File: config.mk
export PLATFORM = sky130hd
export DESIGN_NAME = sd_data_packer
export DESIGN_NICKNAME = d
export VERILOG_FILES = /design/src/rtl/sd_pk_pkg.sv /design/src/rtl/sd_pk_fifo.sv /design/src/rtl/sd_pk_rx_pack.sv /design/src/rtl/sd_pk_tx_unpack.sv /design/src/rtl/sd_data_packer.sv
export SDC_FILE = /design/constraint.sdc
export NUM_CORES = 1
export LEC_CHECK = 0
export ABC_AREA = 0
export BUFFER_PORTS_ARGS = -buffer_cell sky130_fd_sc_hd__buf_2
export CAP_MARGIN = 10
export CORE_MARGIN = 10
export CORE_UTILIZATION = 42
export CTS_CLUSTER_SIZE = 40
export DETAILED_ROUTE_END_ITERATION = 10
export PLACE_DENSITY = 0.61
export SLEW_MARGIN = 40
export SYNTH_ARGS = -nofsm -noshare
export SYNTH_HDL_FRONTEND = slang
export SYNTH_SLANG_ARGS = --single-unit
File: constraint.sdc
create_clock -name clk_i -period 5 [get_ports clk_i]
set_input_delay 0.25 -clock clk_i [delete_from_list [all_inputs] [get_ports clk_i]]
set_output_delay 0.25 -clock clk_i [all_outputs]
set_load 0.03 [all_outputs]
File: src/rtl/sd_pk_pkg.sv
package sd_pk_pkg;
  localparam logic [7:0] OFS_MODE  = 8'h00;
  localparam logic [7:0] OFS_STAT  = 8'h20;
  localparam logic [7:0] OFS_DBG   = 8'h34;
  localparam logic [7:0] OFS_CFG   = 8'h38;
  localparam logic [7:0] OFS_BSIZE = 8'h3C;
  localparam logic [7:0] OFS_DATA  = 8'h40;
  localparam logic [7:0] OFS_BCNT  = 8'h50;

  localparam int MODE_RD     = 6;
  localparam int MODE_WR     = 7;
  localparam int ST_DATA     = 0;
  localparam int ST_DIRQ     = 8;
  localparam int ST_BIRQ     = 9;
  localparam int CFG_DIRQ_EN = 4;
  localparam int CFG_BIRQ_EN = 8;

  localparam logic [31:0] DBG_RST      = 32'h0000_C60F;
  localparam logic [3:0]  DBG_ST_DATA  = 4'h1;
  localparam logic [3:0]  DBG_ST_PWRDN = 4'hF;
endpackage

File: src/rtl/sd_pk_fifo.sv
module sd_pk_fifo #(
  parameter int DW    = 32,
  parameter int DEPTH = 16
) (
  input  logic                         clk_i,
  input  logic                         rst_ni,
  input  logic                         push_i,
  input  logic [DW-1:0]                wdata_i,
  input  logic                         pop_i,
  output logic [DW-1:0]                rdata_o,
  output logic [$clog2(DEPTH+1)-1:0]   level_o,
  output logic                         full_o,
  output logic                         empty_o
);
  localparam int AW    = (DEPTH > 1) ? $clog2(DEPTH) : 1;
  localparam int LVL_W = $clog2(DEPTH+1);

  logic [DW-1:0]    mem_q [DEPTH];
  logic [AW-1:0]    wr_ptr_q, rd_ptr_q;
  logic [LVL_W-1:0] level_q;
  logic             do_push, do_pop;

  assign full_o  = (level_q == LVL_W'(DEPTH));
  assign empty_o = (level_q == '0);
  assign do_push = push_i && !full_o;
  assign do_pop  = pop_i && !empty_o;
  assign rdata_o = empty_o ? '0 : mem_q[rd_ptr_q];
  assign level_o = level_q;

  function automatic logic [AW-1:0] nxt(input logic [AW-1:0] p);
    return (p == AW'(DEPTH-1)) ? '0 : p + 1'b1;
  endfunction

  always_ff @(posedge clk_i) begin
    if (do_push) mem_q[wr_ptr_q] <= wdata_i;
  end

  always_ff @(posedge clk_i or negedge rst_ni) begin
    if (!rst_ni) begin
      wr_ptr_q <= '0;
      rd_ptr_q <= '0;
      level_q  <= '0;
    end else begin
      if (do_push) wr_ptr_q <= nxt(wr_ptr_q);
      if (do_pop)  rd_ptr_q <= nxt(rd_ptr_q);
      if (do_push && !do_pop)      level_q <= level_q + 1'b1;
      else if (do_pop && !do_push) level_q <= level_q - 1'b1;
    end
  end
endmodule

File: src/rtl/sd_pk_rx_pack.sv
module sd_pk_rx_pack #(
  parameter int DW = 32
) (
  input  logic          clk_i,
  input  logic          rst_ni,
  input  logic          en_i,
  input  logic          last_i,
  input  logic          rx_valid_i,
  input  logic [7:0]    rx_data_i,
  output logic          rx_ready_o,
  output logic          take_o,
  output logic          push_o,
  output logic [DW-1:0] word_o
);
  localparam int BPW = DW / 8;
  localparam int IW  = (BPW > 1) ? $clog2(BPW) : 1;

  logic [DW-1:0] acc_q;
  logic [IW-1:0] idx_q;
  logic          word_full;

  assign rx_ready_o = en_i;
  assign take_o     = en_i && rx_valid_i;
  assign word_full  = (idx_q == IW'(BPW-1));
  assign word_o     = acc_q | (DW'(rx_data_i) << {idx_q, 3'b000});
  assign push_o     = take_o && (word_full || last_i);

  always_ff @(posedge clk_i or negedge rst_ni) begin
    if (!rst_ni) begin
      acc_q <= '0;
      idx_q <= '0;
    end else if (take_o) begin
      if (push_o) begin
        acc_q <= '0;
        idx_q <= '0;
      end else begin
        acc_q <= word_o;
        idx_q <= idx_q + 1'b1;
      end
    end
  end
endmodule

File: src/rtl/sd_pk_tx_unpack.sv
module sd_pk_tx_unpack #(
  parameter int DW = 32
) (
  input  logic          clk_i,
  input  logic          rst_ni,
  input  logic          active_i,
  input  logic          last_i,
  input  logic          hold_i,
  input  logic          fifo_empty_i,
  input  logic [DW-1:0] fifo_word_i,
  input  logic          tx_ready_i,
  output logic          pop_o,
  output logic          tx_valid_o,
  output logic [7:0]    tx_data_o,
  output logic          send_o
);
  localparam int BPW = DW / 8;
  localparam int LW  = $clog2(BPW+1);

  logic [DW-1:0] word_q;
  logic [LW-1:0] left_q;

  assign pop_o      = active_i && (left_q == '0) && !fifo_empty_i && !hold_i;
  assign tx_valid_o = active_i && (left_q != '0);
  assign tx_data_o  = word_q[7:0];
  assign send_o     = tx_valid_o && tx_ready_i;

  always_ff @(posedge clk_i or negedge rst_ni) begin
    if (!rst_ni) begin
      word_q <= '0;
      left_q <= '0;
    end else if (pop_o) begin
      word_q <= fifo_word_i;
      left_q <= LW'(BPW);
    end else if (send_o) begin
      word_q <= word_q >> 8;
      left_q <= last_i ? '0 : left_q - 1'b1;   // drop tail of word at count end
    end
  end
endmodule

File: src/rtl/sd_data_packer.sv
module sd_data_packer
  import sd_pk_pkg::*;
#(
  parameter int DEPTH  = 16,
  parameter int SIZE_W = 16,
  parameter int BLKS_W = 9
) (
  input  logic        clk_i,
  input  logic        rst_ni,
  input  logic        reg_we_i,
  input  logic        reg_re_i,
  input  logic [7:0]  reg_addr_i,
  input  logic [31:0] reg_wdata_i,
  output logic [31:0] reg_rdata_o,
  input  logic        rx_valid_i,
  input  logic [7:0]  rx_data_i,
  output logic        rx_ready_o,
  output logic        tx_valid_o,
  output logic [7:0]  tx_data_o,
  input  logic        tx_ready_i,
  output logic        irq_o
);
  localparam int DW    = 32;
  localparam int CNT_W = SIZE_W + BLKS_W;
  localparam int LVL_W = $clog2(DEPTH+1);

  logic              mode_rd_q, mode_wr_q;
  logic              cfg_dirq_q, cfg_birq_q;
  logic              st_data_q, st_dirq_q, st_birq_q;
  logic [31:9]       dbg_hi_q;
  logic [3:0]        dbg_st_q;
  logic [SIZE_W-1:0] bsize_q, blk_left_q;
  logic [BLKS_W-1:0] bcnt_q;
  logic [CNT_W-1:0]  cnt_q;

  logic we_mode, we_stat, we_dbg, we_cfg, we_bsize, we_bcnt;
  logic reg_push, reg_pop;
  logic cnt_zero, cnt_last, byte_step, blk_done, xfer_word;

  logic             fifo_push, fifo_pop, fifo_full, fifo_empty;
  logic [DW-1:0]    fifo_wdata, fifo_rdata;
  logic [LVL_W-1:0] fifo_level;

  logic          rx_en, rx_take, rx_push;
  logic [DW-1:0] rx_word;
  logic          tx_pop, tx_send;

  assign we_mode  = reg_we_i && (reg_addr_i == OFS_MODE);
  assign we_stat  = reg_we_i && (reg_addr_i == OFS_STAT);
  assign we_dbg   = reg_we_i && (reg_addr_i == OFS_DBG);
  assign we_cfg   = reg_we_i && (reg_addr_i == OFS_CFG);
  assign we_bsize = reg_we_i && (reg_addr_i == OFS_BSIZE);
  assign we_bcnt  = reg_we_i && (reg_addr_i == OFS_BCNT);
  assign reg_push = reg_we_i && (reg_addr_i == OFS_DATA);
  assign reg_pop  = reg_re_i && (reg_addr_i == OFS_DATA);

  assign cnt_zero  = (cnt_q == '0);
  assign cnt_last  = (cnt_q == CNT_W'(1));
  assign byte_step = rx_take || tx_send;
  assign blk_done  = tx_send && (blk_left_q == SIZE_W'(1));
  assign xfer_word = rx_push || tx_pop;

  // register-side push owns the single FIFO write port
  assign rx_en      = mode_rd_q && !cnt_zero && !fifo_full && !reg_push;
  assign fifo_push  = reg_push || rx_push;
  assign fifo_wdata = reg_push ? reg_wdata_i : rx_word;
  assign fifo_pop   = reg_pop || tx_pop;

  sd_pk_fifo #(.DW(DW), .DEPTH(DEPTH)) u_fifo (
    .clk_i   (clk_i),
    .rst_ni  (rst_ni),
    .push_i  (fifo_push),
    .wdata_i (fifo_wdata),
    .pop_i   (fifo_pop),
    .rdata_o (fifo_rdata),
    .level_o (fifo_level),
    .full_o  (fifo_full),
    .empty_o (fifo_empty)
  );

  sd_pk_rx_pack #(.DW(DW)) u_rx (
    .clk_i      (clk_i),
    .rst_ni     (rst_ni),
    .en_i       (rx_en),
    .last_i     (cnt_last),
    .rx_valid_i (rx_valid_i),
    .rx_data_i  (rx_data_i),
    .rx_ready_o (rx_ready_o),
    .take_o     (rx_take),
    .push_o     (rx_push),
    .word_o     (rx_word)
  );

  sd_pk_tx_unpack #(.DW(DW)) u_tx (
    .clk_i        (clk_i),
    .rst_ni       (rst_ni),
    .active_i     (mode_wr_q && !cnt_zero),
    .last_i       (cnt_last),
    .hold_i       (reg_pop),
    .fifo_empty_i (fifo_empty),
    .fifo_word_i  (fifo_rdata),
    .tx_ready_i   (tx_ready_i),
    .pop_o        (tx_pop),
    .tx_valid_o   (tx_valid_o),
    .tx_data_o    (tx_data_o),
    .send_o       (tx_send)
  );

  always_ff @(posedge clk_i or negedge rst_ni) begin
    if (!rst_ni) begin
      mode_rd_q  <= 1'b0;
      mode_wr_q  <= 1'b0;
      cfg_dirq_q <= 1'b0;
      cfg_birq_q <= 1'b0;
      bsize_q    <= '0;
      bcnt_q     <= '0;
    end else begin
      if (we_mode) begin
        mode_rd_q <= reg_wdata_i[MODE_RD];
        mode_wr_q <= reg_wdata_i[MODE_WR];
      end
      if (we_cfg) begin
        cfg_dirq_q <= reg_wdata_i[CFG_DIRQ_EN];
        cfg_birq_q <= reg_wdata_i[CFG_BIRQ_EN];
      end
      if (we_bsize) bsize_q <= reg_wdata_i[SIZE_W-1:0];
      if (we_bcnt)  bcnt_q  <= reg_wdata_i[BLKS_W-1:0];
    end
  end

  always_ff @(posedge clk_i or negedge rst_ni) begin
    if (!rst_ni) begin
      cnt_q      <= '0;
      blk_left_q <= '0;
    end else begin
      if (we_bcnt) begin
        cnt_q      <= CNT_W'(reg_wdata_i[BLKS_W-1:0]) * CNT_W'(bsize_q);
        blk_left_q <= bsize_q;
      end else begin
        if (byte_step) cnt_q <= cnt_q - 1'b1;
        if (tx_send)   blk_left_q <= blk_done ? bsize_q : blk_left_q - 1'b1;
      end
    end
  end

  // status: set wins over write-one-to-clear in the same cycle
  always_ff @(posedge clk_i or negedge rst_ni) begin
    if (!rst_ni) begin
      st_data_q <= 1'b0;
      st_dirq_q <= 1'b0;
      st_birq_q <= 1'b0;
    end else begin
      if (we_stat) begin
        if (reg_wdata_i[ST_DATA]) st_data_q <= 1'b0;
        if (reg_wdata_i[ST_DIRQ]) st_dirq_q <= 1'b0;
        if (reg_wdata_i[ST_BIRQ]) st_birq_q <= 1'b0;
      end
      if (xfer_word) begin
        st_data_q <= 1'b1;
        if (cfg_dirq_q) st_dirq_q <= 1'b1;
      end
      if (blk_done && cfg_birq_q) st_birq_q <= 1'b1;
    end
  end

  always_ff @(posedge clk_i or negedge rst_ni) begin
    if (!rst_ni) begin
      dbg_hi_q <= DBG_RST[31:9];
      dbg_st_q <= DBG_RST[3:0];
    end else begin
      if (we_dbg) begin
        dbg_hi_q <= reg_wdata_i[31:9];
        dbg_st_q <= (reg_wdata_i[3:0] == DBG_ST_PWRDN) ? 4'h0 : reg_wdata_i[3:0];
      end
      if (byte_step && cnt_last) dbg_st_q <= DBG_ST_DATA;
    end
  end

  always_comb begin
    reg_rdata_o = '0;
    unique case (reg_addr_i)
      OFS_MODE: begin
        reg_rdata_o[MODE_RD] = mode_rd_q;
        reg_rdata_o[MODE_WR] = mode_wr_q;
      end
      OFS_STAT: begin
        reg_rdata_o[ST_DATA] = st_data_q;
        reg_rdata_o[ST_DIRQ] = st_dirq_q;
        reg_rdata_o[ST_BIRQ] = st_birq_q;
      end
      OFS_DBG:   reg_rdata_o = {dbg_hi_q, 5'(fifo_level), dbg_st_q};
      OFS_CFG: begin
        reg_rdata_o[CFG_DIRQ_EN] = cfg_dirq_q;
        reg_rdata_o[CFG_BIRQ_EN] = cfg_birq_q;
      end
      OFS_BSIZE: reg_rdata_o = 32'(bsize_q);
      OFS_BCNT:  reg_rdata_o = 32'(bcnt_q);
      OFS_DATA:  reg_rdata_o = fifo_rdata;
      default:   reg_rdata_o = '0;
    endcase
  end

  assign irq_o = st_dirq_q || st_birq_q;
endmodule

==> impl_metrics.tcl <==
set metrics [dict create \
    run_status "finished clean" \
    dieHeight_um 302 \
    r2r-start "bsize_q[14]$_DFFE_PN0P_" \
    nets 2709 \
    min_from "reg_wdata_i[4]" \
    maxSlewViolCount 0 \
    tightest_slew_ns 0.891 \
    yosysTopAreaCell "edfxtp_1" \
    max_slew_margin_pct 40.0 \
    drc 0 \
    place_worst_setup_slack_ns -0.0783 \
    synthTopCellsByArea "edfxtp_1 46%, dfrtp_1 13%, mux4_2 11%" \
    fin_crit_sh_pct 96.2 \
    cts.clk_slew.worst_paths_ns 0.06 \
    pin_count 97 \
    clkPwrFrac_pct 35.8 \
    clk_latency_ns 0.63 \
    cp_top_family "adder cells" \
    root_buffer "clkbuf_16" \
    cp_common_cell "fa_1" \
    synth_top_flop_cell "edfxtp_1" \
    critical_path_class "reg -> reg" \
    die-area_um2 91400 \
    gr-total-overflow 0 \
    grt_max_degree 93 \
    crit_arrival_ns 5.30 \
    yosysWarnings 0 \
    drt_wl_total_um 90000 \
    p_switching_uw 4330 \
    p_int_uw 11200 \
    layout-drive-gt1-share_pct 23.8 \
    switching_share_pct 27.9 \
    wl_per_cell_um 25.0 \
    pwr-share-comb_pct 18.9 \
    crit_chain "nand2_1 > fa_1 > fa_1 > inv_1 > fa_1 > fa_1 > ha_1 > a21oi_1 > nand3_1 > o41a_1 > a21o_1 > o41ai_1 > nor3b_1" \
    clock_sink_count 694 \
    synth_cell_types 74 \
    min_path_type "in -> reg" \
    hold_viol 0 \
    yosysMostFrequentCell "edfxtp_1" \
    ant_nets 0 \
    dp.cells 3435 \
    cp_max_fo 10 \
    synthAdderAreaFrac_pct 8.30 \
    instances_no_fill 3603 \
    layout_setup_ws_ns 0.189 \
    grt_pass1_wl_um 134000 \
    min_period_ns 4.81 \
    cts_max_path_buffers 3 \
    antenna_found_initial 7 \
    initial_core_util_pct 42.4 \
    cts_buffers 75 \
    drt_iter0_markers 2312 \
    synth-simple-area-share_pct 8.39 \
    p_seq_share_pct 45.3 \
    yosys-top-cells-count "512 x edfxtp_1, 217 x nand2_1, 174 x dfrtp_1" \
    finalHoldWorstSlack_ns 0.0419 \
    port_buffers 96 \
    path_buf_inv 1 \
    synth_top_cell_area_share_pct 45.9 \
    p_per_area_nw_per_um2 403 \
    peakVddDrop_uv 257 \
    via_per_inst 5.78 \
    areaGrowthSynthToFinish_pct 15.3 \
    critPathLaunch "bsize_q[14]$_DFFE_PN0P_" \
    max_stage_delay_ns 0.63 \
    syn_inst 2344 \
    critical_path.endpoint_type "register" \
    dp_hpwl_um 58600 \
    async_flop_share_pct 26.2 \
    grt_usage_pct 19.6 \
    synth_edf_count 512 \
    setup-violations-final 0 \
    worst_setup_path_start_kind "register" \
    drv_cap 0 \
    p_leak_uw 0.0149 \
    placementRows 103 \
    r2r_slack_ns 0.19 \
    synth_mux_area_share_pct 13.2 \
    synth_top_family_by_area "multiplexers" \
    finalCoreUtilization_pct 48.8 \
    critPathSlowestCell "dfrtp_1" \
    grt_pass1_vias 21053 \
    yosysSeqAreaShare_pct 59.6 \
    clock_skew_ns 0.0278 \
    synth-compound-area-share_pct 6.20 \
    rsz0062_at_grt "no" \
    fillers 6737 \
    setup_tns_ns 0 \
    syn_area_um2 33500 \
    cts_tree "built" \
    fp.dieW_um 302 \
    syn_nets 2560 \
    place_congestion 0.857 \
    ys_ff_latch 694 \
    routed-via-count 20830 \
    htreeDepth 3 \
    core_area_um2 79000 \
    fmax_mhz 208 \
    critPathRequiredTime_ns 5.49 \
    avgSynthCellArea_um2 14.3 \
    synth-xor-area-share_pct 0.890 \
    first_pass_iters 5 \
]
[logic make-up (layout without fill, tap and decap cells)]
logic type / count (synthesis) / after routing
adder cells (fa/ha/maj): 162 / 162
other: 0 / 1
AO/OA/AOI/OAI: 338 / 338
multiplexers: 235 / 235
AND/OR/NAND/NOR: 588 / 588
flip-flops: 694 / 694
buffers and inverters: 293 / 501
XOR/XNOR: 34 / 34
[metal layers]
metal	wire length [µm]	global-route usage, %	vias to the layer above
met5	13	0	-
met4	2430	5.62	2
met3	8090	4.02	147
met2	41900	30.6	941
met1	37500	27.5	10813
li1	-	-	8927
[cell type report]
cell class                 instances  area, µm²  share of cell area (%)
multi-input combinational       1357      12700                    32.9
inverter                         141        529                    1.37
clock inverter                    37        429                    1.11
tap                             1050       1310                    3.40
clock buffer                      99       2050                    5.31
antenna                            1       2.50                 0.00648
timing repair buffer             224       1630                    4.21
sequential                       694      20000                    51.7
[worst paths after layout]
| check | to | cells after the start |
|---|---|---|
| worst max-delay path | cnt_q[21]$_DFFE_PN0P_ | 13 |
| min in group asynchronous | cnt_q[7]$_DFFE_PN0P_ | 2 |
| max in group asynchronous | u_rx.acc_q[8]$_DFFE_PN0P_ | 4 |
| worst min-delay path | bcnt_q[4]$_DFFE_PN0P_ | 3 |
| worst min register to register | dbg_st_q[1]$_DFFE_PN1P_ | 2 |
| worst max register to register | cnt_q[21]$_DFFE_PN0P_ | 13 |
[worst min-delay path, delay by kind of cell]
family        cells  cell delay, ns
simple gates      2            0.18
buf+inv           1            0.19
[sequential cells by signal (all words and copies together), names as in the netlist, 2 cells and up]
name,count
u_fifo.level_o,5
bcnt_q,9
u_tx.word_q,32
dbg_hi_q,23
u_rx.acc_q,32
u_fifo.wr_ptr_q,4
bsize_q,16
blk_left_q,16
u_fifo.mem_q,512
cnt_q,25
u_rx.idx_q,2
dbg_st_q,4
u_tx.left_q,3
u_fifo.rd_ptr_q,4
[power by group through the flow]
stage / Clock (µW) / Combinational (µW) / Sequential [µW]
floorplan: 0 / 2130 / 7000
global placement: 0 / 2750 / 7200
detailed placement: 0 / 2930 / 7150
CTS: 5670 / 2960 / 7030
global route: 5900 / 3230 / 7080
finish: 5570 / 2950 / 7040
[placed cells by master, fill, tap and decap left out, types with 19 or more instances in the layout]
cell type,instances
nand2_1,216
a21oi_1,109
nor2_1,111
ha_1,62
nor4_1,20
and2_1,87
nor3_1,27
a21oi_2,33
dfrtp_1,164
dlygate4sd3_1,27
a22oi_1,22
o21ai_0,75
mux2_2,49
a22o_1,19
inv_1,141
edfxtp_1,512
buf_4,93
mux4_2,160
mux2i_1,26
clkbuf_16,77
xnor2_1,22
nand3_1,28
buf_2,95
fa_1,100
[metrics by stage]
step                power [µW]  area [µm²]
finish                   15600       38600
global route             16200       38600
CTS                      15700       38500
detailed placement       10100       35700
global placement          9950       35600
floorplan                 9130       33500
[repair_timing]
action / CTS / global route
hold buffers: 27 / 0
hold endpoints to repair: 120 / 0
buffers inserted: 0 / 3
gates cloned: 0 / 0
setup endpoints to repair: 3 / 9
pin swaps: 1 / 2
resized for setup: 1 / 11
Power figures use the tool's default switching activity.
